`src/rtl/irq_accept_pkg.sv`:
```
package irq_accept_pkg;

  typedef enum logic [2:0] {
    ST_IDLE,
    ST_ACK,
    ST_STACK,
    ST_VEC,
    ST_LOAD
  } accState_t;

  // strobes from control to datapath
  typedef struct packed {
    logic       accept;   // acceptance edge: update mode and mask
    logic       ackDone;  // capture vector number
    logic       vecDone;  // capture handler address
    logic       selVec;   // drive vector address on the bus
    logic       idle;     // status writes allowed
    logic [2:0] level;    // level being accepted / served
  } accStrobe_t;

endpackage

```
`src/rtl/irq_accept_ctrl.sv`:
```
module irq_accept_ctrl
  import irq_accept_pkg::*;
#(
  parameter int LVL_W = 3
) (
  input  logic             clk,
  input  logic             rstN,
  input  logic [LVL_W-1:0] irqLevel,
  input  logic [LVL_W-1:0] priMask,
  input  logic             busReady,
  input  logic             stackDone,
  output accStrobe_t       strb,
  output logic             busReq,
  output logic             stackReq,
  output logic             pcLoad
);

  localparam logic [LVL_W-1:0] NMI_LVL  = '1;
  localparam logic [LVL_W-1:0] NONE_LVL = '0;

  accState_t        state, stateNext;
  logic [LVL_W-1:0] sampA, sampB, lvlHold;
  logic             nmiArmed;
  logic             steady, nmiHit, maskHit, accept;

  assign steady  = (sampA == sampB);
  assign nmiHit  = (sampB == NMI_LVL) && nmiArmed;
  assign maskHit = (sampB != NMI_LVL) && (sampB != NONE_LVL) && (sampB > priMask);
  assign accept  = (state == ST_IDLE) && steady && (nmiHit || maskHit);

  always_ff @(posedge clk) begin
    if (!rstN) begin
      sampA    <= '0;
      sampB    <= '0;
      nmiArmed <= 1'b1;
      lvlHold  <= '0;
    end else begin
      sampA <= irqLevel;
      sampB <= sampA;
      if (accept && (sampB == NMI_LVL))
        nmiArmed <= 1'b0;
      else if (steady && (sampB != NMI_LVL))
        nmiArmed <= 1'b1;
      if (accept)
        lvlHold <= sampB;
    end
  end

  always_comb begin
    stateNext = state;
    unique case (state)
      ST_IDLE:  if (accept)    stateNext = ST_ACK;
      ST_ACK:   if (busReady)  stateNext = ST_STACK;
      ST_STACK: if (stackDone) stateNext = ST_VEC;
      ST_VEC:   if (busReady)  stateNext = ST_LOAD;
      ST_LOAD:                 stateNext = ST_IDLE;
      default:                 stateNext = ST_IDLE;
    endcase
  end

  always_ff @(posedge clk) begin
    if (!rstN) state <= ST_IDLE;
    else       state <= stateNext;
  end

  always_comb begin
    strb.accept  = accept;
    strb.ackDone = (state == ST_ACK) && busReady;
    strb.vecDone = (state == ST_VEC) && busReady;
    strb.selVec  = (state == ST_VEC);
    strb.idle    = (state == ST_IDLE);
    strb.level   = accept ? sampB : lvlHold;
  end

  assign busReq   = (state == ST_ACK) || (state == ST_VEC);
  assign stackReq = (state == ST_STACK);
  assign pcLoad   = (state == ST_LOAD);

endmodule

```
`src/rtl/irq_accept_dpath.sv`:
```
module irq_accept_dpath
  import irq_accept_pkg::*;
#(
  parameter int ADDR_W = 24,
  parameter int DATA_W = 32,
  parameter int LVL_W  = 3,
  parameter int VNUM_W = 8
) (
  input  logic              clk,
  input  logic              rstN,
  input  accStrobe_t        strb,
  input  logic              srWe,
  input  logic              srSuper,
  input  logic [LVL_W-1:0]  srMask,
  input  logic              vbrWe,
  input  logic [ADDR_W-1:0] vbrWdata,
  input  logic [DATA_W-1:0] busRdata,
  output logic [ADDR_W-1:0] busAddr,
  output logic [DATA_W-1:0] pcValue,
  output logic              superMode,
  output logic [LVL_W-1:0]  priMask
);

  localparam int OFS_W  = VNUM_W + 2;
  localparam int TOP_W  = ADDR_W - LVL_W - 1;

  logic [ADDR_W-1:0] vbrQ, ackAddr, vecOffset, vecAddr;
  logic [VNUM_W-1:0] vecNumQ;
  logic [DATA_W-1:0] handlerQ;
  logic              superQ;
  logic [LVL_W-1:0]  maskQ;

  assign ackAddr   = {{TOP_W{1'b1}}, strb.level, 1'b0};
  assign vecOffset = {{(ADDR_W-OFS_W){1'b0}}, vecNumQ, 2'b00};
  assign vecAddr   = vbrQ + vecOffset;
  assign busAddr   = strb.selVec ? vecAddr : ackAddr;

  always_ff @(posedge clk) begin
    if (!rstN) begin
      superQ <= 1'b1;
      maskQ  <= '1;
    end else if (strb.accept) begin
      superQ <= 1'b1;
      maskQ  <= strb.level;
    end else if (srWe && strb.idle) begin
      superQ <= srSuper;
      maskQ  <= srMask;
    end
  end

  always_ff @(posedge clk) begin
    if (!rstN) vbrQ <= '0;
    else if (vbrWe && superQ) vbrQ <= vbrWdata;
  end

  always_ff @(posedge clk) begin
    if (!rstN) begin
      vecNumQ  <= '0;
      handlerQ <= '0;
    end else begin
      if (strb.ackDone) vecNumQ  <= busRdata[VNUM_W-1:0];
      if (strb.vecDone) handlerQ <= busRdata;
    end
  end

  assign pcValue   = handlerQ;
  assign superMode = superQ;
  assign priMask   = maskQ;

endmodule

```
`src/rtl/irq_accept_unit.sv`:
```
module irq_accept_unit
  import irq_accept_pkg::*;
(
  input  logic        clk,
  input  logic        rstN,
  input  logic [2:0]  irqLevel,
  input  logic        srWe,
  input  logic        srSuper,
  input  logic [2:0]  srMask,
  input  logic        vbrWe,
  input  logic [23:0] vbrWdata,
  output logic        busReq,
  output logic [23:0] busAddr,
  input  logic [31:0] busRdata,
  input  logic        busReady,
  output logic        stackReq,
  input  logic        stackDone,
  output logic        pcLoad,
  output logic [31:0] pcValue,
  output logic        superMode,
  output logic [2:0]  priMask
);

  accStrobe_t strb;

  irq_accept_ctrl #(.LVL_W(3)) uCtrl (
    .clk       (clk),
    .rstN      (rstN),
    .irqLevel  (irqLevel),
    .priMask   (priMask),
    .busReady  (busReady),
    .stackDone (stackDone),
    .strb      (strb),
    .busReq    (busReq),
    .stackReq  (stackReq),
    .pcLoad    (pcLoad)
  );

  irq_accept_dpath #(.ADDR_W(24), .DATA_W(32), .LVL_W(3), .VNUM_W(8)) uDpath (
    .clk       (clk),
    .rstN      (rstN),
    .strb      (strb),
    .srWe      (srWe),
    .srSuper   (srSuper),
    .srMask    (srMask),
    .vbrWe     (vbrWe),
    .vbrWdata  (vbrWdata),
    .busRdata  (busRdata),
    .busAddr   (busAddr),
    .pcValue   (pcValue),
    .superMode (superMode),
    .priMask   (priMask)
  );

endmodule

```
`config.mk`:
```
export PLATFORM = sky130hd
export DESIGN_NAME = irq_accept_unit
export DESIGN_NICKNAME = d
export VERILOG_FILES = /design/src/rtl/irq_accept_pkg.sv /design/src/rtl/irq_accept_ctrl.sv /design/src/rtl/irq_accept_dpath.sv /design/src/rtl/irq_accept_unit.sv
export SDC_FILE = /design/constraint.sdc
export NUM_CORES = 1
export LEC_CHECK = 0
export ABC_AREA = 1
export BUFFER_PORTS_ARGS = -buffer_cell sky130_fd_sc_hd__clkbuf_2
export CELL_PAD_IN_SITES_DETAIL_PLACEMENT = 0
export CELL_PAD_IN_SITES_GLOBAL_PLACEMENT = 1
export CORE_MARGIN = 5
export CORE_UTILIZATION = 25
export CTS_CLUSTER_SIZE = 24
export DETAILED_ROUTE_END_ITERATION = 8
export PLACE_DENSITY = 0.66
export SYNTH_ARGS = -nofsm -noshare
export SYNTH_HDL_FRONTEND = slang
export SYNTH_SLANG_ARGS = --single-unit
```
`constraint.sdc`:
```
create_clock -name clk -period 5.4 [get_ports clk]
set_clock_uncertainty 0.05 [all_clocks]
set_input_delay 0.54 -clock clk [delete_from_list [all_inputs] [get_ports clk]]
set_output_delay 0.54 -clock clk [all_outputs]
set_load 0.02 [all_outputs]
```
; Word-level counts from Yosys, hierarchy flattened
; Index checks and enable logic that the tools add are counted.
[totals]
regBits = 81
[op_classes]
add_sub_neg = 1
n_lt_le_gt_ge = 1
n_eq_ne = 11
n_mux = 11
bitwise = 1
n_reduce_logical = 19
[ops]
columns = op, n
row1 = 24-bit by 10-bit adder with 24-bit output, 1
row2 = 24-bit 2-to-1 mux, 1
row3 = 3-bit 2-to-1 mux, 7
row4 = 3-bit case mux with 4 select lines, 1
row5 = 1-bit logical AND, 11
row6 = 3-bit by 2-bit equality test with 1-bit output (second input constant), 2
row7 = 3-bit equality test (second input constant), 2
row8 = 2-bit inequality test (second input constant), 3
row9 = 4-bit AND reduction, 1
row10 = 2-bit nonzero test, 2
row11 = 3-bit by 1-bit equality test with 1-bit output (second input constant), 1
row12 = 3-bit equality test, 1
row13 = 3-bit greater-than comparator, 1
row14 = 3-bit zero test, 1
row15 = 3-bit inequality test (second input constant), 1
row16 = 3-bit nonzero test, 1
row17 = 1-bit logical OR, 2
row18 = 1-bit 2-to-1 mux, 2
row19 = 2-bit by 1-bit inequality test with 1-bit output (second input constant), 1
row20 = 2-bit OR reduction, 1
row21 = 1-bit inverter, 1

; Logic depth before layout (Yosys ltp)
[depth]
depth_word = 7
mapped_depth = 12
depth_no_buf = 12

; Hierarchy
; A second synthesis with hierarchy kept.
[unflattened]
hier_cells = 636
hier_area_um2 = 4199.0
[by_module_without_submodules]
columns = module, instances, cells_per_inst, area_per_inst_um2, seq_area_each_um2
row1 = irq_accept_dpath, 1, 523, 3468.3, 1361.3
row2 = irq_accept_ctrl, 1, 113, 730.7, 260.2

; Least setup slack after synthesis
; No wires, ideal clock.
[synth_path]
path_kind = flip-flop to output port
startpoint = register uDpath.vecNumQ[0]
endpoint = output port busAddr[10]
t_arrival_ps = 1810
path_slack_ps = 3000
path_stages_with_launch = 9
path_buffers = 0
cell_sequence = dfxtp_1 -> ha_1 -> fa_1 -> nand2_1 -> nand2_1 -> and2_1 -> nand2_1 -> nand2_1 -> o21ai_0
[synth_via]
elab_chain_len = 2
[synth_rtl]
columns = item, line_no
row1 = from (decl), irq_accept_dpath.sv:28  ; logic [VNUM_W-1:0] vecNumQ;
row2 = from (signal assigned), irq_accept_dpath.sv:61  ; if (strb.ackDone) vecNumQ <= busRdata[VNUM_W-1:0];
row3 = 24-bit by 10-bit adder with 24-bit output, irq_accept_dpath.sv:35  ; assign vecAddr = vbrQ + vecOffset;
row4 = 24-bit 2-to-1 mux, irq_accept_dpath.sv:36  ; assign busAddr = strb.selVec ? vecAddr : ackAddr;
row5 = to (decl), irq_accept_unit.sv:13  ; output logic [23:0] busAddr,
; Every way passes these cells.

; Final worst setup path
[layout_path]
startpoint = register uDpath.vecNumQ[0]
endpoint = output port busAddr[12]
; Same word-level chain as after synthesis.

==> results.tsv <==
metric	value	unit
outcome	completed	
TritonCTS clock tree	done	
Area after DPL	0.00480	mm2
syn avg cell area	6.79	um2
unrepaired setup endpoints after global routing	false	
DRT Wirelength	12700	um
clk buf depth	2	
top cell type by total area after synthesis	dfxtp_1	
TritonRoute pass-1 iters	4	
hold path startpoint	irqLevel[2]	
top sig layer	met4	
Syn Inst Count	586	
IO Pins	132	
post-CTS setup buffers	0	
Final Setup Violations	0	
wire per inst	13.7	um
Final Hold Fails	0	
met3 wire len	1220	um
Synth cell types	31	
Worst R2R Setup Slack	2.54	ns
HP Class	in -> reg	
vias per inst	4.46	
Finished Layout Cells	925	
area growth from synthesis to final layout	27.8	%
met2 wire len	5530	um
antenna violations before repair	0	
Core ar.	0.0158	mm2
top cells by area, synth	dfxtp_1, nand2_1, nand3_1	
post-cts resize count	0	
Seq cells post-synth	81	
reg2reg end	uDpath.pcValue[11]	
Cells after DPL	909	
r2r startpoint	uCtrl.state[0]	
sequential area share after synthesis	40.8	%
worst-case reg-to-reg path depth	7	
DRC violations left	0	
fmax	0.338	GHz
Internal	1.11	mW
CP Data Arrival Time	2.37	ns
Final nets	785	
ANT cells	0	
Clock power frac	35.6	%
static leakage	2.38	nW
first-pass GRT wire length	20500	um
post-route minimum period	2.96	ns
Buffers on Ports	131	
Vias	4128	
die width	136	um
worst endpoint required time	4.81	ns
hold path depth	3	
peak supply drop	155	uV
DRT iter0 DRCs	218	
Design Area, Final	0.00508	mm2
met1 WL	5800	um
Syn Nets	667	
clock sinks	81	
critical path capture point type	output port	
Setup crit start kind	flip-flop	
root buf cell	clkbuf_16	
Final Max Tran Viols	0	
die area	0.0185	mm2
kind of critical path	reg -> out	
die height	136	um
sw power	0.584	mW
Min-Delay Endpoint	uCtrl.sampA[2]	
GRT Total Usage	13.9	%
Crit Path Max Fanout	5	
Max-Slew Margin vs Limit	30.3	%
combinational cell fraction of total power	22.6	%
CTS Hold Bufs	0	
post-DP HPWL	9440	um
post-synth top area share	40.8	%
Seq pwr share	41.8	%
Final Wtd Congestion	0.810	
CTS buffer count	9	
Skew-Pair Late Insertion Delay	0.34	ns
synthesized cell area	0.00398	mm2
P per Cell Area	333	mW/mm2
Tcrit/Tclk final	54.9	%
GRT overflow	0	
Worst-Margin Slew	1.04	ns
Reg clk slew, reported paths	0.06	ns
Initial Util	25.2	%
largest net degree at the start of global routing	52	
remaining antenna violation count	0	
Synth Warn #	0	
vias in the first global route	4084	
# H-tree levels	3	
setup TNS	0	ns
MaxCap Viol Count	0	
row cnt	46	
share of layout cells above drive strength 1	22.8	%
Switching Share	34.5	%
[synthesized netlist by cell type (all sizes together)]
| cell | count |
|---|---|
| nor3 | 4 |
| nand4 | 3 |
| nor4 | 1 |
| a31oi | 1 |
| o21ai | 48 |
| dfxtp | 81 |
| o21a | 1 |
| and2 | 1 |
| nor2 | 72 |
| nand3 | 78 |
| o21bai | 1 |
| nand2 | 131 |
| fa | 1 |
| nand3b | 7 |
| xnor2 | 1 |
| clkinv | 1 |
| ha | 11 |
| buf | 11 |
| or2 | 1 |
| o22ai | 1 |
| inv | 62 |
| clkbuf | 14 |
| a21oi | 54 |
[cells in the final DEF, fill, tap and decap left out, types with 2 or more instances in the layout]
master,instances
inv_1,59
nand3b_1,7
nand3_1,78
nor2_4,2
nand2_2,3
a21oi_1,54
o21ai_2,3
inv_2,3
inv_6,2
clkbuf_16,9
o21ai_0,44
nand2_1,128
inv_8,2
clkbuf_2,131
nor2_1,68
ha_1,11
nor2_2,2
nor3_1,4
dfxtp_1,81
nand4_1,3
[state kept, by name, summed over array words and instances, names as in the netlist]
| signal | cells |
|---|---|
| uDpath.pcValue | 32 |
| uDpath.vbrQ | 24 |
| uDpath.vecNumQ | 8 |
| uCtrl.lvlHold | 3 |
| uCtrl.sampA | 3 |
| uCtrl.sampB | 3 |
| uCtrl.state | 3 |
| uDpath.priMask | 3 |
| uCtrl.nmiArmed | 1 |
| uDpath.superMode | 1 |
[final cells by class]
type                       count  area (um2)
sequential                    81        1620
clock buffer                   9         225
clock inverter                 7        61.3
multi-input combinational    417        2010
inverter                      63         236
timing repair buffer         132         663
tap                          216         270
fill                        1777       10700
[routing by layer]
metal  vias up  global-route usage, %
li1       2137                      -
met2       155                   21.6
met3        10                   6.48
met4         0                   3.19
met1      1826                   17.7
met5         -                      0
[power by group through the flow]
stage	Sequential [mW]	Clock (mW)	Combinational [mW]
after floorplan	0.722	0	0.258
after global placement	0.720	0	0.381
after detailed placement	0.721	0	0.389
after CTS	0.708	0.620	0.391
after global routing	0.715	0.649	0.442
final	0.707	0.602	0.383
[cells by family (layout without fill, tap and decap cells)]
family	after synthesis	in the layout	synth area share [%]
simple gates	298	298	32.4
flops	81	81	40.8
compound gates	106	106	13.8
buf+inv	88	211	8.78
xor+xnor	1	1	0.220
fa+ha+maj	12	12	3.96
[worst max-delay path by stage]
stage | start | endpoint | slack (ns) | cells past startpoint
after floorplan | uDpath.vecNumQ[0] | busAddr[10] | 3.00 | 8
after global placement | uCtrl.state[0] | uDpath.pcValue[31] | 2.60 | 7
after detailed placement | uCtrl.state[1] | uDpath.pcValue[11] | 2.49 | 5
after CTS | uDpath.vecNumQ[0] | busAddr[12] | 2.40 | 11
after global routing | uDpath.vecNumQ[0] | busAddr[12] | 2.20 | 11
final | uDpath.vecNumQ[0] | busAddr[12] | 2.44 | 11
[metrics by stage]
step	hold slack [ns]	setup slack, ns	utilization, %	total power, mW
after CTS	0.318	2.40	32.2	1.72
after global routing	0.318	2.20	32.2	1.81
final	0.331	2.44	32.2	1.69
after floorplan	0.370	3.00	-	0.979
after global placement	0.378	2.60	30.4	1.10
after detailed placement	0.389	2.49	30.4	1.11
[worst max-delay path: stages (launching register included)]
cell,delay (ns)
dfxtp_1,0.31
ha_1,0.23
fa_1,0.40
nand2_1,0.10
nand2_1,0.08
and2_1,0.18
nand2_1,0.06
nand2_1,0.15
nand2_1,0.12
a21oi_1,0.06
o21ai_0,0.12
clkbuf_2,0.22
Note: power is estimated with default switching activity, not from simulation.
